`config.mk`:
```
export PLATFORM = sky130hd
export DESIGN_NAME = tone_steer_validator
export DESIGN_NICKNAME = d
export VERILOG_FILES = /design/src/rtl/tsv_pkg.sv /design/src/rtl/tsv_guard.sv /design/src/rtl/tsv_settle.sv /design/src/rtl/tsv_host.sv /design/src/rtl/tone_steer_validator.sv
export SDC_FILE = /design/constraint.sdc
export NUM_CORES = 1
export LEC_CHECK = 0
export BUFFER_PORTS_ARGS = -buffer_cell sky130_fd_sc_hd__buf_2
export CAP_MARGIN = 5
export CORE_ASPECT_RATIO = 0.6
export CORE_MARGIN = 5
export CORE_UTILIZATION = 50
export DETAILED_ROUTE_END_ITERATION = 6
export PLACE_DENSITY = 0.75
export SLEW_MARGIN = 10
export SYNTH_ARGS = -nofsm -noshare
export SYNTH_HDL_FRONTEND = slang
export SYNTH_HIERARCHICAL = 1
export SYNTH_SLANG_ARGS = --single-unit
```
`constraint.sdc`:
```
create_clock -name clk_i -period 7.3 [get_ports clk_i]
set_input_delay 1.095 -clock clk_i [delete_from_list [all_inputs] [get_ports clk_i]]
set_output_delay 1.095 -clock clk_i [all_outputs]
set_load 0.005 [all_outputs]
```
`src/rtl/tsv_pkg.sv`:
```
package tsv_pkg;
  typedef enum logic {ST_IDLE, ST_DIGIT} steer_state_e;
  localparam int unsigned STAT_FLAG = 0;
  localparam int unsigned STAT_PEND = 1;
  localparam int unsigned STAT_GUARD = 2;
endpackage

```
`src/rtl/tsv_guard.sv`:
```
module tsv_guard
  import tsv_pkg::*;
#(
  parameter int unsigned CW = 16
) (
  input  logic          clk_i,
  input  logic          rst_ni,
  input  logic          detect_i,
  input  logic [CW-1:0] present_i,
  input  logic [CW-1:0] absent_i,
  output logic          accept_o,
  output logic          pause_o,
  output logic          active_o,
  output logic          guard_o
);
  steer_state_e st_q;
  logic [CW-1:0] cnt_q;
  logic [CW-1:0] thr_p, thr_a;
  logic [CW:0]   cnt_inc;

  // zero guard behaves as one cycle
  assign thr_p   = (present_i == '0) ? CW'(1) : present_i;
  assign thr_a   = (absent_i == '0) ? CW'(1) : absent_i;
  assign cnt_inc = {1'b0, cnt_q} + 1'b1;

  assign accept_o = (st_q == ST_IDLE) && detect_i && (cnt_inc >= {1'b0, thr_p});
  assign pause_o  = (st_q == ST_DIGIT) && !detect_i && (cnt_inc >= {1'b0, thr_a});
  assign active_o = (st_q == ST_DIGIT);

  always_ff @(posedge clk_i or negedge rst_ni) begin
    if (!rst_ni) begin
      st_q    <= ST_IDLE;
      cnt_q   <= '0;
      guard_o <= 1'b0;
    end else begin
      unique case (st_q)
        ST_IDLE: begin
          guard_o <= accept_o;
          if (accept_o) begin
            st_q  <= ST_DIGIT;
            cnt_q <= '0;
          end else begin
            cnt_q <= detect_i ? cnt_inc[CW-1:0] : '0;
          end
        end
        default: begin
          guard_o <= detect_i;
          if (pause_o) begin
            st_q  <= ST_IDLE;
            cnt_q <= '0;
          end else begin
            cnt_q <= detect_i ? '0 : cnt_inc[CW-1:0];
          end
        end
      endcase
    end
  end

  assert_guard_in_digit_R3: assert property (@(posedge clk_i) disable iff (!rst_ni)
    guard_o |-> active_o);
  assert_start_on_high_R1: assert property (@(posedge clk_i) disable iff (!rst_ni)
    $rose(active_o) |-> $past(detect_i));
  assert_end_on_low_R8: assert property (@(posedge clk_i) disable iff (!rst_ni)
    $fell(active_o) |-> !$past(detect_i));
endmodule

```
`src/rtl/tsv_settle.sv`:
```
module tsv_settle #(
  parameter int unsigned SETTLE_CYCLES = 4
) (
  input  logic clk_i,
  input  logic rst_ni,
  input  logic accept_i,
  input  logic pause_i,
  output logic flag_o
);
  localparam int unsigned SW = $clog2(SETTLE_CYCLES + 1);
  localparam logic [SW:0] LIM = (SW + 1)'(SETTLE_CYCLES);

  logic [SW-1:0] scnt_q;
  logic          run_q;
  logic [SW:0]   scnt_inc;

  assign scnt_inc = {1'b0, scnt_q} + 1'b1;

  always_ff @(posedge clk_i or negedge rst_ni) begin
    if (!rst_ni) begin
      scnt_q <= '0;
      run_q  <= 1'b0;
      flag_o <= 1'b0;
    end else if (pause_i) begin
      run_q  <= 1'b0;
      flag_o <= 1'b0;
      scnt_q <= '0;
    end else if (accept_i) begin
      run_q  <= 1'b1;
      scnt_q <= '0;
    end else if (run_q) begin
      if (scnt_inc >= LIM) begin
        run_q  <= 1'b0;
        flag_o <= 1'b1;
      end else begin
        scnt_q <= scnt_inc[SW-1:0];
      end
    end
  end

  initial assert (SETTLE_CYCLES >= 1);

  assert_flag_after_settle_R4: assert property (@(posedge clk_i) disable iff (!rst_ni)
    $rose(flag_o) |-> $past(run_q) && !$past(accept_i));
  assert_pause_clears_R8: assert property (@(posedge clk_i) disable iff (!rst_ni)
    pause_i |=> !flag_o);
endmodule

```
`src/rtl/tsv_host.sv`:
```
module tsv_host
  import tsv_pkg::*;
#(
  parameter int unsigned CODE_W = 4
) (
  input  logic              clk_i,
  input  logic              rst_ni,
  input  logic              accept_i,
  input  logic [CODE_W-1:0] code_i,
  input  logic              flag_i,
  input  logic              guard_i,
  input  logic              irq_en_i,
  input  logic              rd_en_i,
  input  logic              rd_sel_i,
  output logic [CODE_W-1:0] rd_data_o,
  output logic              irq_no
);
  logic [CODE_W-1:0] data_q;
  logic              ack_q;
  logic              pend;
  logic [CODE_W-1:0] status;

  assign pend  = irq_en_i && flag_i && !ack_q;
  assign irq_no = !pend;

  always_comb begin
    status             = '0;
    status[STAT_FLAG]  = flag_i;
    status[STAT_PEND]  = pend;
    status[STAT_GUARD] = guard_i;
  end

  assign rd_data_o = rd_sel_i ? status : data_q;

  always_ff @(posedge clk_i or negedge rst_ni) begin
    if (!rst_ni) begin
      data_q <= '0;
      ack_q  <= 1'b0;
    end else begin
      if (accept_i) data_q <= code_i;
      if (!flag_i) ack_q <= 1'b0;
      else if (rd_en_i && rd_sel_i) ack_q <= 1'b1;
    end
  end

  assert_data_hold_R5: assert property (@(posedge clk_i) disable iff (!rst_ni)
    !accept_i |=> $stable(data_q));
  assert_irq_needs_flag_R6: assert property (@(posedge clk_i) disable iff (!rst_ni)
    !irq_no |-> flag_i && irq_en_i);
endmodule

```
`src/rtl/tone_steer_validator.sv`:
```
module tone_steer_validator #(
  parameter int unsigned GUARD_W       = 16,
  parameter int unsigned CODE_W        = 4,
  parameter int unsigned SETTLE_CYCLES = 4
) (
  input  logic               clk_i,
  input  logic               rst_ni,
  input  logic               detect_i,
  input  logic [CODE_W-1:0]  code_i,
  input  logic [GUARD_W-1:0] present_cycles_i,
  input  logic [GUARD_W-1:0] absent_cycles_i,
  input  logic               irq_en_i,
  input  logic               rd_en_i,
  input  logic               rd_sel_i,
  output logic [CODE_W-1:0]  rd_data_o,
  output logic               guard_o,
  output logic               steer_flag_o,
  output logic               irq_no
);
  logic accept, pause, active;

  tsv_guard #(.CW(GUARD_W)) u_guard (
    .clk_i     (clk_i),
    .rst_ni    (rst_ni),
    .detect_i  (detect_i),
    .present_i (present_cycles_i),
    .absent_i  (absent_cycles_i),
    .accept_o  (accept),
    .pause_o   (pause),
    .active_o  (active),
    .guard_o   (guard_o)
  );

  tsv_settle #(.SETTLE_CYCLES(SETTLE_CYCLES)) u_settle (
    .clk_i    (clk_i),
    .rst_ni   (rst_ni),
    .accept_i (accept),
    .pause_i  (pause),
    .flag_o   (steer_flag_o)
  );

  tsv_host #(.CODE_W(CODE_W)) u_host (
    .clk_i     (clk_i),
    .rst_ni    (rst_ni),
    .accept_i  (accept),
    .code_i    (code_i),
    .flag_i    (steer_flag_o),
    .guard_i   (guard_o),
    .irq_en_i  (irq_en_i),
    .rd_en_i   (rd_en_i),
    .rd_sel_i  (rd_sel_i),
    .rd_data_o (rd_data_o),
    .irq_no    (irq_no)
  );

  assert_no_reaccept_R9: assert property (@(posedge clk_i) disable iff (!rst_ni)
    steer_flag_o |-> !accept);
  assert_flag_in_digit_R8: assert property (@(posedge clk_i) disable iff (!rst_ni)
    steer_flag_o |-> active);
endmodule

```
# Word level (Yosys, flattened, before mapping)
# Index checks and enable logic that the tools add are counted.
# totals
latchBits,0
out_inout_bits,7
ram_bits,0
reg_bits,28
mem_count,0
elab_cells,60
mem_bits_ro,0
# op_classes
n_bitwise,1
n_mul,0
n_mux,26
shift,0
n_eq_ne,3
n_addsub,2
n_lt_le_gt_ge,3
n_div,0
n_reduce_logical,17
# op_table
op,n
$mux 16,7
$ge 17x16->1,2
$logic_not 16->1,2
$add 16x1->17 const B,1
$mux 1,14
$mux 3,4
$logic_and 1x1->1,7
$add 3x1->4 const B,1
$ge 4x3->1 const B,1
$mux 4,1
$ne 2x1->1 const B,2
$reduce_bool 2->1,2
$logic_not 1->1,3
$ne 3x3->1 const B,1
$reduce_and 3->1,1
$reduce_bool 3->1,1
$reduce_and 2->1,1
$not 1->1,1

# Longest topological paths before layout
# depth
ltp_word,6
mapped_depth,16

# Cells and area by module
# The synthesis kept the hierarchy.
# by_module_without_submodules
module,seq_area_each_um2,instances,cells_per_inst,area_per_inst_um2
tsv_guard,450.4,1,225,1844.3
tsv_settle,125.1,1,32,312.8
tsv_host,125.1,1,18,231.5

# Worst setup path after synthesis
# No wires, ideal clock.
# synth_path
path_kind,reg-to-reg
start,reg u_guard.cnt_q[2]
end,reg u_settle.flag_o
synth_period_minus_slack_ns,3.462
path_stages_with_launch,16
required_ns,7.178
slack_ns,3.838
setup_time_ns,0.122
path_buffers,0
arrival_time_ns,3.341
path_cell_list,dfrtp_1 > and4_1 > nand4_1 > or2_2 > nor2_1 > xnor2_1 > inv_1 > ha_1 > nand4_1 > or2_2 > nand2b_1 > a21oi_1 > nor4_1 > nor2_1 > nor2_1 > a32o_1
# synth_between
elab_chain_len,5
# synth_lines
element,line,source
from (decl),tsv_guard.sv:17,logic [CW-1:0] cnt_q;
from (signal assigned),tsv_guard.sv:43,cnt_q <= detect_i ? cnt_inc[CW-1:0] : '0;
from (signal assigned),tsv_guard.sv:52,cnt_q <= detect_i ? '0 : cnt_inc[CW-1:0];
$add 16x1->17,tsv_guard.sv:24,"assign cnt_inc = {1'b0, cnt_q} + 1'b1;"
$ge 17x16->1,tsv_guard.sv:26,"assign accept_o = (st_q == ST_IDLE) && detect_i && (cnt_inc >= {1'b0, thr_p});"
$logic_and 1x1->1,tsv_guard.sv:26,
named net accept,tone_steer_validator.sv:20,"logic accept, pause, active;"
$ne 2x1->1 (no line),n/a,
$reduce_and 3->1 (no line),n/a,
to (signal assigned),tsv_settle.sv:23,flag_o <= 1'b0;
to (signal assigned),tsv_settle.sv:26,flag_o <= 1'b0;
to (signal assigned),tsv_settle.sv:34,flag_o <= 1'b1;
to (decl),tsv_settle.sv:8,output logic flag_o
# The timed path passes the listed nets, and every way through them passes these cells.
# A chain may end at the register's enable or synchronous reset.

# Worst setup path in the final report
# Ends and elaborated chain as after synthesis.

==> flow_metrics.env <==
export IMPL_status="finished, final reports clean"
export IMPL_fin_setup_tns_ps=0
export IMPL_async_flop_share_pct=100
export IMPL_whs_ps=515
export IMPL_crit_start="u_guard/cnt_q[2]"
export IMPL_finalSetupViolations=0
export IMPL_fmax_mhz=252
export IMPL_worst_slack_ps=3330
export IMPL_regToRegSetupSlack_ps=3330
export IMPL_post_cts_buffers=0
export IMPL_syn_cell_area_mm2=0.00239
export IMPL_ys_seq_area_share_pct=29.3
export IMPL_cts_tree="yes"
export IMPL_cts_buffers=3
export IMPL_cts_hold_buf=0
export IMPL_clock_skew_final_ps=8.63
export IMPL_final_area_mm2=0.00275
export IMPL_dp_hpwl_mm=4.45
export IMPL_setup_worst_path_end_class="register"
export IMPL_die_x_um=99.2
export IMPL_cp_start_kind="register"
export IMPL_rr_startpoint="u_guard/cnt_q[2]"
export IMPL_vdd_ir_drop_max_mv=0.105
export IMPL_dieArea_mm2=0.00630
export IMPL_routed_wl_mm=5.25
export IMPL_max_slew_margin_pct=58.9
export IMPL_yosys_area_top_type="dfrtp_1"
export IMPL_cp_required_ps=7470
export IMPL_r2r_end="u_settle/flag_o"
export IMPL_power_leakage_nw=1.55
export IMPL_synthTopCellsByCount="inv_1 (52), ha_1 (34), dfrtp_1 (28)"
export IMPL_viasPerCell=5.12
export IMPL_synth_top_cells_by_area="dfrtp_1 (29%), ha_1 (18%), inv_1 (8.2%)"
export IMPL_drive_gt1_share_pct=24.1
export IMPL_grt_first_pass_wirelength_mm=8.47
export IMPL_place_inst=383
export IMPL_synth_nets=351
export IMPL_critPathKind="reg2reg"
export IMPL_io_buffers=48
export IMPL_worstPathMaxFanout=7
export IMPL_cts_root_buffer="clkbuf_8"
export IMPL_antenna_found_initial=0
export IMPL_cts_max_level=1
export IMPL_synth_most_common_cell="inv_1"
export IMPL_grt_max_degree=29
export IMPL_wl_per_cell_um=13.6
export IMPL_maxSlewViolCount=0
export IMPL_dr_pass1_iters=4
export IMPL_placeableCoreArea_mm2=0.00459
export IMPL_vias=1980
export IMPL_layout_nets=401
export IMPL_power_density_mw_per_mm2=161
export IMPL_ff2ff_path_depth=14
export IMPL_ys_flop_type="dfrtp_1"
export IMPL_clock_sink_count=28
export IMPL_clk_latency_ps=270
export IMPL_diodes=0
export IMPL_hold_path_class="reg2reg"
export IMPL_finalCriticalPeriod_ps=3970
export IMPL_synth_top_cell_area_share_pct=29.3
export IMPL_postCtsResizedCells=0
export IMPL_track_usage_pct=16.6
export IMPL_core_rowCount=19
export IMPL_path_clk_slew_ps=100
export IMPL_arrival_ps=4140
export IMPL_grt_pass1_vias=1839
export IMPL_worst_slew_pin_slew_ps=614
export IMPL_power_mw=0.442
export IMPL_place_ws_ps=3390
export IMPL_grt_ovfl_total=0
export IMPL_ant_nets=0
export IMPL_cap_violations=0
export IMPL_drc_errors=0
export IMPL_rsz0062_at_grt="no"
export IMPL_min_period_over_period_pct=54.4
export IMPL_postSynthCellCount=275
export IMPL_area_growth_pct=15.1
export IMPL_cts_buffer_depth=2
export IMPL_synth_edf_count=0
export IMPL_yosysUniqueCellTypes=48
export IMPL_hold_path_endpoint="u_host/data_q[3]"
export IMPL_drt_iter0_markers=146
export IMPL_yosys_warnings=6
export IMPL_fp_dieH_um=63.5
export IMPL_placed_area_mm2=0.00268
export IMPL_syn_avg_cell_area_um2=8.69
export IMPL_hold_depth=1
export IMPL_initial_core_util_pct=52.1
export IMPL_post_route_util_pct=59.9
export IMPL_final_hold_violation_count=0
export IMPL_instances_no_fill=387
export IMPL_min_from="u_host/data_q[3]"
export IMPL_synth_seq_cells=28
export IMPL_fillers=399
export IMPL_place_congestion=0.840
export IMPL_ios=49
[kinds of logic after synthesis]
logic type / synth area share, %
AO/OA/AOI/OAI: 12.8
XOR/XNOR: 5.50
adder cells (fa/ha/maj): 17.8
buffers and inverters: 9.43
flip-flops: 29.3
multiplexers: 2.78
AND/OR/NAND/NOR: 22.3
[layout make-up]
type                    count  area, um2  area share, %
flip-flops and latches     28        701           25.5
clock inverters             1       30.0           1.09
multi-input cells         192       1460           53.2
repair buffers             48        240           8.74
inverters                  52        195           7.10
clock buffers               3       41.3           1.50
well taps                  63       78.8           2.87
[worst max-delay path by stage]
stage,endpoint,slack (ps)
global placement,u_settle/flag_o,3500
finish,u_settle/flag_o,3330
global route,u_settle/scnt_q[0],3110
floorplan,u_settle/flag_o,3840
CTS,u_settle/flag_o,3360
detailed placement,u_settle/flag_o,3390
[metal layers]
layer  up-vias  track usage (%)  share of wire, %
li1       1039                -                 -
met1       884             26.3                53
met2        55             23.4                40
met3         2             3.86               6.4
met4         0             1.53              0.21
met5         -                0                 0
[state kept, by name, summed over array words and instances, names as in the netlist]
name	flops
u_settle/flag_o	1
u_host/ack_q	1
u_guard/active_o	1
u_settle/run_q	1
u_guard/cnt_q	16
u_settle/scnt_q	3
u_guard/guard_o	1
u_host/data_q	4
[worst max-delay path: stages, from the launching register on]
cell     delay [ps]
dfrtp_1         430
and4_1          260
nand4_1         150
or2_2           370
nor2_1          150
xnor2_1         170
inv_1           100
ha_1            320
nand4_1         110
or2_2           320
o41ai_1         440
nor4_1          150
nor2_1          440
nor2_1          180
a32o_1          300
[power breakdown]
group          leakage [nW]  switching (mW)  internal (mW)
sequential            0.375          0.0219          0.174
clock                0.0357          0.0465         0.0734
combinational          1.14          0.0665         0.0599
total                  1.55           0.135          0.307
[layout by cell type (no fill, tap or decap), types with 6 or more instances in the layout]
cell type / synthesis / final
ha_1: 34 / 34
nor2_2: 9 / 9
nor4_1: 7 / 7
xor2_1: 7 / 7
a21oi_1: 17 / 17
buf_2: 0 / 48
o21ai_0: 9 / 9
nor2_1: 17 / 17
nor3_1: 6 / 6
inv_1: 52 / 52
dfrtp_1: 28 / 28
nand4_1: 9 / 9
nand3_1: 7 / 7
nand2_1: 18 / 18
xnor2_1: 8 / 8
Power figures use the tool's default switching activity.
